`config.mk`:
```
export PLATFORM = sky130hd
export DESIGN_NAME = nor_word_prog
export DESIGN_NICKNAME = d
export VERILOG_FILES = /design/src/rtl/nwp_pkg.sv /design/src/rtl/nwp_us_timer.sv /design/src/rtl/nwp_wwt_est.sv /design/src/rtl/nor_word_prog.sv
export SDC_FILE = /design/constraint.sdc
export NUM_CORES = 1
export LEC_CHECK = 0
export BUFFER_PORTS_ARGS = -buffer_cell sky130_fd_sc_hd__buf_2
export CAP_MARGIN = 20
export CORE_MARGIN = 5
export CORE_UTILIZATION = 58
export DETAILED_ROUTE_END_ITERATION = 10
export GPL_TIMING_DRIVEN = 0
export PLACE_DENSITY = 0.92
export SYNTH_ARGS = -nofsm -noshare
export SYNTH_HDL_FRONTEND = slang
export SYNTH_SLANG_ARGS = --single-unit
```
`constraint.sdc`:
```
create_clock -name clk -period 7.1 [get_ports clk]
set_clock_uncertainty 0.1 [all_clocks]
set_input_delay 1.42 -clock clk [delete_from_list [all_inputs] [get_ports clk]]
set_output_delay 1.42 -clock clk [all_outputs]
set_load 0.02 [all_outputs]
```
`src/rtl/nwp_pkg.sv`:
```
package nwp_pkg;
  typedef enum logic [1:0] {
    RES_OK      = 2'd0,
    RES_TIMEOUT = 2'd1,
    RES_PROTECT = 2'd2,
    RES_INVALID = 2'd3
  } nwp_result_e;

  localparam logic [1:0] MODE_NORMAL = 2'd0;
  localparam logic [1:0] MODE_OTP    = 2'd1;

  localparam logic [7:0] OP_PROG     = 8'h40;
  localparam logic [7:0] OP_OTP_PROG = 8'hC0;
  localparam logic [7:0] OP_CLR_STAT = 8'h50;
  localparam logic [7:0] OP_RD_STAT  = 8'h70;

  localparam int STAT_READY_BIT = 7;
  localparam int STAT_LOCK_BIT  = 1;
endpackage

```
`src/rtl/nwp_us_timer.sv`:
```
module nwp_us_timer #(
  parameter int CYC_PER_US = 50,
  parameter int CNT_W      = 8
) (
  input  logic             clk,
  input  logic             rst_n,
  input  logic             start_i,
  input  logic [CNT_W-1:0] count_i,
  output logic             expire_o
);
  localparam int CYC_W = (CYC_PER_US > 1) ? $clog2(CYC_PER_US) : 1;
  localparam logic [CYC_W-1:0] CYC_LAST = CYC_W'(CYC_PER_US - 1);

  logic             run_q, run_d;
  logic [CYC_W-1:0] cyc_q, cyc_d;
  logic [CNT_W-1:0] us_q, us_d;
  logic             exp_q, exp_d;

  always_comb begin
    run_d = run_q;
    cyc_d = cyc_q;
    us_d  = us_q;
    exp_d = 1'b0;
    if (start_i) begin
      run_d = 1'b1;
      cyc_d = '0;
      us_d  = count_i;
    end else if (run_q) begin
      if (cyc_q == CYC_LAST) begin
        cyc_d = '0;
        if (us_q == CNT_W'(1)) begin
          run_d = 1'b0;
          exp_d = 1'b1;
        end else begin
          us_d = us_q - CNT_W'(1);
        end
      end else begin
        cyc_d = cyc_q + CYC_W'(1);
      end
    end
  end

  always_ff @(posedge clk or negedge rst_n) begin
    if (!rst_n) begin
      run_q <= 1'b0;
      cyc_q <= '0;
      us_q  <= '0;
      exp_q <= 1'b0;
    end else begin
      run_q <= run_d;
      cyc_q <= cyc_d;
      us_q  <= us_d;
      exp_q <= exp_d;
    end
  end

  assign expire_o = exp_q;

  AST_TMR_NONZERO: assert property (@(posedge clk) disable iff (!rst_n)
    start_i |-> (count_i != '0));
  AST_TMR_EXP_AFTER_RUN: assert property (@(posedge clk) disable iff (!rst_n)
    expire_o |-> $past(run_q));
endmodule

```
`src/rtl/nwp_wwt_est.sv`:
```
module nwp_wwt_est #(
  parameter int WWT_W    = 8,
  parameter int WWT_INIT = 8
) (
  input  logic             clk,
  input  logic             rst_n,
  input  logic             upd_i,
  input  logic             none_i,
  input  logic             many_i,
  output logic [WWT_W-1:0] wwt_o
);
  localparam logic [WWT_W-1:0] WWT_MAX   = '1;
  localparam logic [WWT_W-1:0] WWT_RESET = WWT_W'(WWT_INIT);

  logic [WWT_W-1:0] wwt_q, wwt_d;

  always_comb begin
    wwt_d = wwt_q;
    if (upd_i) begin
      if (none_i && (wwt_q > WWT_W'(1))) begin
        wwt_d = wwt_q - WWT_W'(1);
      end else if (many_i && (wwt_q != WWT_MAX)) begin
        wwt_d = wwt_q + WWT_W'(1);
      end
    end
  end

  always_ff @(posedge clk or negedge rst_n) begin
    if (!rst_n) begin
      wwt_q <= WWT_RESET;
    end else if (upd_i) begin
      wwt_q <= wwt_d;
    end
  end

  assign wwt_o = wwt_q;

  AST_WWT_FLOOR: assert property (@(posedge clk) disable iff (!rst_n)
    wwt_o != '0);
  AST_WWT_HOLD: assert property (@(posedge clk) disable iff (!rst_n)
    !upd_i |=> $stable(wwt_o));
endmodule

```
`src/rtl/nor_word_prog.sv`:
```
module nor_word_prog
  import nwp_pkg::*;
#(
  parameter int AW         = 24,
  parameter int DW         = 16,
  parameter int CYC_PER_US = 50,
  parameter int TIMEOUT_US = 500000,
  parameter int WWT_W      = 8,
  parameter int WWT_INIT   = 8,
  parameter int READ_LAT   = 2
) (
  input  logic             clk,
  input  logic             rst_n,
  input  logic             req_valid,
  input  logic [1:0]       req_mode,
  input  logic [AW-1:0]    req_addr,
  input  logic [DW-1:0]    req_data,
  output logic             busy,
  output logic             done,
  output logic [1:0]       result,
  output logic [WWT_W-1:0] wwt_us,
  output logic             vpp_en,
  output logic             fl_we,
  output logic             fl_re,
  output logic [AW-1:0]    fl_addr,
  output logic [DW-1:0]    fl_wdata,
  input  logic [DW-1:0]    fl_rdata
);
  localparam int BYTES = DW / 8;
  localparam logic [AW-1:0] ALIGN_MASK = ~(AW'(BYTES - 1));
  localparam int Z_W   = $clog2(TIMEOUT_US + 1) + 1;
  localparam int LAT_W = $clog2(READ_LAT + 1);
  localparam logic [Z_W-1:0] Z_LIMIT = Z_W'(TIMEOUT_US);

  typedef enum logic [3:0] {
    ST_IDLE, ST_VPP, ST_SETUP, ST_DATA, ST_WAIT, ST_READ,
    ST_LAT, ST_GAP, ST_CLR, ST_RDSR, ST_FIN
  } state_e;

  state_e           state_q, state_d;
  logic [AW-1:0]    addr_q, addr_d;
  logic [DW-1:0]    data_q, data_d;
  logic [7:0]       setup_q, setup_d;
  logic [Z_W-1:0]   z_q, z_d;
  logic [LAT_W-1:0] lat_q, lat_d;
  nwp_result_e      res_q, res_d;

  logic             tmr_start, tmr_exp, est_upd;
  logic [WWT_W-1:0] tmr_count;
  logic             stat_ready, stat_lock;

  assign stat_ready = fl_rdata[STAT_READY_BIT];
  assign stat_lock  = fl_rdata[STAT_LOCK_BIT];

  always_comb begin
    state_d   = state_q;
    addr_d    = addr_q;
    data_d    = data_q;
    setup_d   = setup_q;
    z_d       = z_q;
    lat_d     = lat_q;
    res_d     = res_q;
    tmr_start = 1'b0;
    tmr_count = wwt_us;
    est_upd   = 1'b0;
    unique case (state_q)
      ST_IDLE: if (req_valid) begin
        if (req_mode == MODE_NORMAL || req_mode == MODE_OTP) begin
          addr_d  = req_addr & ALIGN_MASK;
          data_d  = req_data;
          setup_d = (req_mode == MODE_OTP) ? OP_OTP_PROG : OP_PROG;
          z_d     = '0;
          state_d = ST_VPP;
        end else begin
          res_d   = RES_INVALID;
          state_d = ST_FIN;
        end
      end
      ST_VPP:   state_d = ST_SETUP;
      ST_SETUP: state_d = ST_DATA;
      ST_DATA: begin
        tmr_start = 1'b1;
        state_d   = ST_WAIT;
      end
      ST_WAIT: if (tmr_exp) state_d = ST_READ;
      ST_READ: begin
        lat_d   = LAT_W'(READ_LAT - 1);
        state_d = ST_LAT;
      end
      ST_LAT: begin
        if (lat_q != '0) begin
          lat_d = lat_q - LAT_W'(1);
        end else if (stat_ready) begin
          est_upd = 1'b1;
          if (stat_lock) begin
            res_d   = RES_PROTECT;
            state_d = ST_CLR;
          end else begin
            res_d   = RES_OK;
            state_d = ST_FIN;
          end
        end else if (z_q == Z_LIMIT) begin
          res_d   = RES_TIMEOUT;
          state_d = ST_FIN;
        end else begin
          z_d       = z_q + Z_W'(1);
          tmr_start = 1'b1;
          tmr_count = WWT_W'(1);
          state_d   = ST_GAP;
        end
      end
      ST_GAP:  if (tmr_exp) state_d = ST_READ;
      ST_CLR:  state_d = ST_RDSR;
      ST_RDSR: state_d = ST_FIN;
      ST_FIN:  state_d = ST_IDLE;
      default: state_d = ST_IDLE;
    endcase
  end

  always_ff @(posedge clk or negedge rst_n) begin
    if (!rst_n) begin
      state_q <= ST_IDLE;
      addr_q  <= '0;
      data_q  <= '0;
      setup_q <= '0;
      z_q     <= '0;
      lat_q   <= '0;
      res_q   <= RES_OK;
    end else begin
      state_q <= state_d;
      addr_q  <= addr_d;
      data_q  <= data_d;
      setup_q <= setup_d;
      z_q     <= z_d;
      lat_q   <= lat_d;
      res_q   <= res_d;
    end
  end

  nwp_us_timer #(.CYC_PER_US(CYC_PER_US), .CNT_W(WWT_W)) u_timer (
    .clk(clk), .rst_n(rst_n), .start_i(tmr_start),
    .count_i(tmr_count), .expire_o(tmr_exp)
  );

  nwp_wwt_est #(.WWT_W(WWT_W), .WWT_INIT(WWT_INIT)) u_est (
    .clk(clk), .rst_n(rst_n), .upd_i(est_upd),
    .none_i(z_q == '0), .many_i(z_q > Z_W'(1)), .wwt_o(wwt_us)
  );

  always_comb begin
    unique case (state_q)
      ST_SETUP: fl_wdata = {{(DW-8){1'b0}}, setup_q};
      ST_CLR:   fl_wdata = {{(DW-8){1'b0}}, OP_CLR_STAT};
      ST_RDSR:  fl_wdata = {{(DW-8){1'b0}}, OP_RD_STAT};
      default:  fl_wdata = data_q;
    endcase
  end

  assign fl_we   = (state_q == ST_SETUP) || (state_q == ST_DATA) ||
                   (state_q == ST_CLR)   || (state_q == ST_RDSR);
  assign fl_re   = (state_q == ST_READ);
  assign fl_addr = addr_q;
  assign vpp_en  = (state_q != ST_IDLE) && (state_q != ST_FIN);
  assign busy    = (state_q != ST_IDLE);
  assign done    = (state_q == ST_FIN);
  assign result  = res_q;

  AST_BUS_EXCL: assert property (@(posedge clk) disable iff (!rst_n)
    !(fl_we && fl_re));
  AST_SUPPLY_ON_WRITE: assert property (@(posedge clk) disable iff (!rst_n)
    fl_we |-> vpp_en);
  AST_POLL_BOUND: assert property (@(posedge clk) disable iff (!rst_n)
    z_q <= Z_LIMIT);
  AST_DATA_FOLLOWS_SETUP: assert property (@(posedge clk) disable iff (!rst_n)
    (state_q == ST_SETUP) |=> (fl_we && fl_addr == $past(fl_addr)));
  AST_DONE_PULSE: assert property (@(posedge clk) disable iff (!rst_n)
    done |=> !done && !busy);
endmodule

```
* Yosys cells after proc, flatten, opt, wreduce, memory -nomap -nowiden
Cells that the tools add are included.
** Storage, ports and cells
- Register bits :: 99
- Output and inout bits :: 55
- Logic and storage cells :: 124
** Operators by class
- Add/sub/neg operators :: 6
- $lt $le $gt $ge :: 2
- Equal/unequal tests :: 26
- Muxes and demuxes :: 53
- Reduce and logical (&&, ||, !) cells :: 25
** Operators by type and width (count)
- $mux W20 :: 5
- $mux W8 :: 11
- $pmux W16 S3 :: 1
- $pmux W20 S2 :: 1
- $pmux W4 S9 :: 1
- $mux W4 :: 6
- $add A20 B1 Y20 const B :: 1
- $eq A20 B19 Y1 const B :: 1
- $gt A20 B1 Y1 const B :: 1
- $logic_not A20 Y1 :: 1
- $mux W6 :: 3
- $eq A4 B3 Y1 const B :: 4
- $mux W2 :: 8
- $ne A2 B2 Y1 const B :: 8
- $sub A8 B1 Y8 const B :: 2
- $mux W1 :: 14
- $eq A4 B4 Y1 const B :: 3
- $reduce_bool A2 Y1 :: 6
- $reduce_and A3 Y1 :: 3
- $add A8 B1 Y8 const B :: 1
- $eq A4 B2 Y1 const B :: 2
- $eq A8 B1 Y1 const B :: 1
- $gt A8 B1 Y1 const B :: 1
- $ne A8 B8 Y1 const B :: 1
- other kinds (19) :: 26

* Logic depth before layout (Yosys ltp)
- Word-level depth :: 7
- Mapped depth :: 9

* By module
From an unflattened synthesis, not the netlist that was laid out.
** Unflattened totals
- Cells, all modules :: 606
- Area, all modules :: 5372.7 µm²
** By module, submodules not included
- nor_word_prog :: times used 1, cells an instance 435, area each 3733.6 µm², sequential area each 1726.7 µm²
- nwp_us_timer :: times used 1, cells an instance 99, area each 983.4 µm², sequential area each 400.4 µm²
- nwp_wwt_est :: times used 1, cells an instance 72, area each 655.6 µm², sequential area each 201.4 µm²

* Least setup slack after synthesis
No wires, ideal clock.
- Kind :: reg2out
- From :: reg state_q[1]
- To :: out fl_wdata[0]
- Arrival :: 1622 ps
- Data required time :: 5580 ps
- Setup slack :: 3958 ps
- Cell stages (with the launch flop) :: 7
- Path through :: dfrtp_1 > buf_2 > buf_1 > mux2i_1 > nor2_1 > clkbuf_1 > nor2b_1
** On the way
- Longest elaborated chain between the ends :: 2
- Elaborated cells on any way between the ends :: 4
- Those cells by class :: eq/ne: 3; mux: 1
** Ends and longest elaborated chain
- start, declared :: RTL line nor_word_prog.sv:40 : state_e state_q, state_d;
- start signal, assigned :: RTL line nor_word_prog.sv:130 : state_q <= state_d;
- $eq A4 B4 Y1 or $eq A4 B2 Y1 (tied branches) :: RTL line nor_word_prog.sv:151 : unique case (state_q)
- $pmux W16 S3 * :: RTL line nor_word_prog.sv:151
- end, declared :: RTL line nor_word_prog.sv:26 : output logic [DW-1:0] fl_wdata,
Mark *: on every way between the ends. The rest lies on a longest branch, timed or not.

* Worst setup path in the final report
- From :: reg state_q[2]
- To :: out fl_wdata[15]
The elaborated chain is that of the path after synthesis.

==> flow_summary_export.csv <==
group,metric,value,unit
finish,insertedDiodeCount,0,
synth,ys_ff_latch,93,
critical_path,slowest_stage,"clkbuf_1",
critical_path,cp_common_cell,"clkbuf_1",
sta,period_share,55.7,%
sta,hold_viol,0,
sta,holdWs,0.378,ns
power,power.density,162,mW/mm2
drt,drt_pass1_iterations,7,
finish,syn2layout_area_growth,17.1,%
finish,fillerInstances,634,
outcome,status,"finished, final reports clean",
global_route,grt_antenna_before_repair,0,
critical_path,path_buf_inv,4,
sta,fmax,253,MHz
placed_design,place_inst,779,
sta,rsz0062_at_grt,"no",
job,maxCapViolations,0,
finish,fin_nets,757,
clocking,htreeDepth,3,
floorplanning,rows,33,
sta,setup-tns-final,0,ns
synth,synthCells,574,
critical_path,crit_family,"buffers and inverters",
floorplanning,die_y,102,um
global_route,grt_overflow,0,
clocking,post_cts_buffers,0,
critical_path,crit_required,5.58,ns
synth,synth_edf_count,0,
drt,vias_per_cell,5.72,
critical_path,slowest_delay,0.43,ns
drt,drc,0,
clocking,ctsHoldBuffers,0,
critical_path,reg2regPathDepth,7,
critical_path,worstSetupStartpointType,"flip-flop",
sta,report.final.slew_viol_count,0,
critical_path,crit_start,"state_q[2]",
sta,period_needed,3.96,ns
clocking,cts_buffer_depth,2,
drt,routed_wl,12800,um
drt,ant_nets,0,
placed_design,gp_congestion,0.946,
finish,drive_gt1_share,19.6,%
worst_hold_path,worstHoldStart,"data_q[2]",
clocking,path_clk_slew,0.09,ns
power,ir_worst_vdd,0.132,mV
sta,worstMarginPinSlew,0.937,ns
synth,async_flop_share,100,%
finish,utilization,69.9,%
drt,first_iter_violations,288,
sta,max_slew_margin,37.1,%
floorplanning,dieArea,0.0104,mm2
synth,ys.flop_type,"dfrtp_1",
clocking,cts_tree,"yes",
critical_path,r2r_start,"state_q[0]",
synth,synth_area,0.00493,mm2
global_route,grt_max_degree,59,
synth,syn_nets,646,
floorplanning,start_util,59.7,%
global_route,first_global_vias,4613,
finish,finalInstanceArea,0.00577,mm2
finish,final_cells,795,
floorplanning,io_pins,116,
global_route,grt_pass1_wl,21400,um
critical_path,cp_max_fo,10,
placed_design,placed_cell_area,0.00559,mm2
critical_path,cp-end-kind,"primary output",
finish,layout_commonest_cell,"nand2_1",
floorplanning,coreArea,0.00826,mm2
placed_design,dp_slack,3.58,ns
sta,setup_slack,3.14,ns
critical_path,arrival,2.44,ns
floorplanning,die_width,102,um
critical_path,cp.depth,6,
clocking,cts_resized,0,
critical_path,worstPathCellList,"buf_1, clkbuf_1, nor2_1, clkbuf_1, nor2b_1, buf_2",
clocking,cts_inserted_buffers,9,
drt,wl_per_cell,16.1,um
clocking,cts.sinks,93,
finish,final_cell_mix,"nand2_1, buf_2, dfrtp_1",
power,p_leak,2.92,nW
critical_path,critPathKind,"reg2out",
worst_hold_path,worstHoldPathType,"reg2reg",
clocking,clk_latency,0.35,ns
synth,synthDistinctLibCells,65,
drt,vias,4544,
sta,finalSetupViolations,0,
clocking,root_buffer,"clkbuf_8",
synth,seq_area_frac_synth,47.2,%
placed_design,dp_hpwl,9680,um
critical_path,regToRegSetupSlack,4.48,ns
power,power,932,uW
placed_design,port_buffers,99,
synth,ys.warnings.count,0,
worst_hold_path,holdPathEnd,"data_q[2]",
synth,avgSynthCellArea,8.59,um2
critical_path,r2r_end,"z_q[17]",
global_route,gr-usage-all-layers,25.7,%
worst_hold_path,hold_depth,2,
==> worst reg2reg max path, stage by stage, from the launching register on <==
cell      delay (ns)
dfrtp_1         0.37
clkbuf_1        0.18
nor4_2          0.56
inv_2           0.10
nor3b_1         0.50
buf_2           0.34
buf_2           0.27
nor2_1          0.08
==> report_power, final <==
part / leakage (nW) / internal [mW] / total [mW] / switching, mW
clock network: 0.0889 / 0.139 / 0.330 / 0.191
logic: 1.62 / 0.0224 / 0.0591 / 0.0367
registers: 1.21 / 0.538 / 0.543 / 0.00514
==> cells in the mapped netlist, types with 2 or more instances <==
| cell | number | area share (%) |
|---|---|---|
| clkbuf_1 | 20 | 1.5 |
| nand4_1 | 6 | 0.76 |
| o21ai_1 | 13 | 1.3 |
| and4_1 | 3 | 0.53 |
| a22oi_1 | 3 | 0.46 |
| or2_1 | 3 | 0.38 |
| or4_1 | 2 | 0.30 |
| nor4_1 | 11 | 1.4 |
| buf_1 | 3 | 0.23 |
| nand2_1 | 152 | 12 |
| ha_1 | 11 | 2.8 |
| nor3b_1 | 3 | 0.46 |
| nor3_1 | 19 | 1.9 |
| a31oi_1 | 2 | 0.25 |
| and3_1 | 10 | 1.3 |
| inv_1 | 16 | 1.2 |
| o21ai_0 | 6 | 0.61 |
| nand2b_1 | 6 | 0.76 |
| buf_2 | 3 | 0.30 |
| nor2_1 | 51 | 3.9 |
| or3_1 | 2 | 0.25 |
| a21oi_1 | 21 | 2.1 |
| o211ai_1 | 3 | 0.46 |
| xor2_1 | 15 | 2.7 |
| nand3_1 | 21 | 2.1 |
| dfrtp_1 | 92 | 47 |
| nor2b_1 | 15 | 1.9 |
| mux2_2 | 3 | 0.69 |
| a22o_1 | 2 | 0.36 |
| o31ai_1 | 3 | 0.46 |
| o22ai_1 | 4 | 0.51 |
| xnor2_1 | 17 | 3.0 |
==> cell families after synthesis <==
family / Yosys count / synth area share (%)
fa+ha+maj: 11 / 2.79
mux: 4 / 0.889
buf+inv: 45 / 3.73
xor+xnor: 32 / 5.69
flops: 93 / 47.2
other cells: 1 / 0.0761
compound gates: 74 / 9.88
simple gates: 314 / 29.7
==> routing by layer <==
layer | share of wire (%) | up-vias | GRT usage (%)
li1 | - | 2164 | -
met1 | 40 | 2154 | 32.7
met2 | 48 | 196 | 43.0
met3 | 9.1 | 30 | 7.44
met4 | 2.3 | 0 | 7.37
met5 | 0 | - | 0
==> cell type report <==
cell class | instances | area, um2 | share of cell area (%)
well taps | 105 | 131 | 2.28
repair buffers | 100 | 526 | 9.11
flip-flops and latches | 93 | 2330 | 40.4
plain buffers | 28 | 120 | 2.08
inverters | 17 | 63.8 | 1.11
clock inverters | 6 | 46.3 | 0.802
clock buffers | 10 | 138 | 2.39
multi-input cells | 436 | 2420 | 41.9
==> registers in the layout, summed over array words and instances (netlist names) <==
name	cells
fl_addr	23
z_q	20
data_q	16
u_est.wwt_o	8
u_timer.us_q	8
u_timer.cyc_q	6
state_q	4
lat_q	2
result	2
setup_q	2
u_timer.expire_o	1
u_timer.run_q	1
==> worst max path at each step <==
stage | to
floorplan | fl_wdata[0]
global placement | fl_wdata[15]
detailed placement | fl_wdata[15]
CTS | fl_wdata[15]
global route | fl_wdata[15]
finish | fl_wdata[15]
Power figures use the tool's default switching activity.
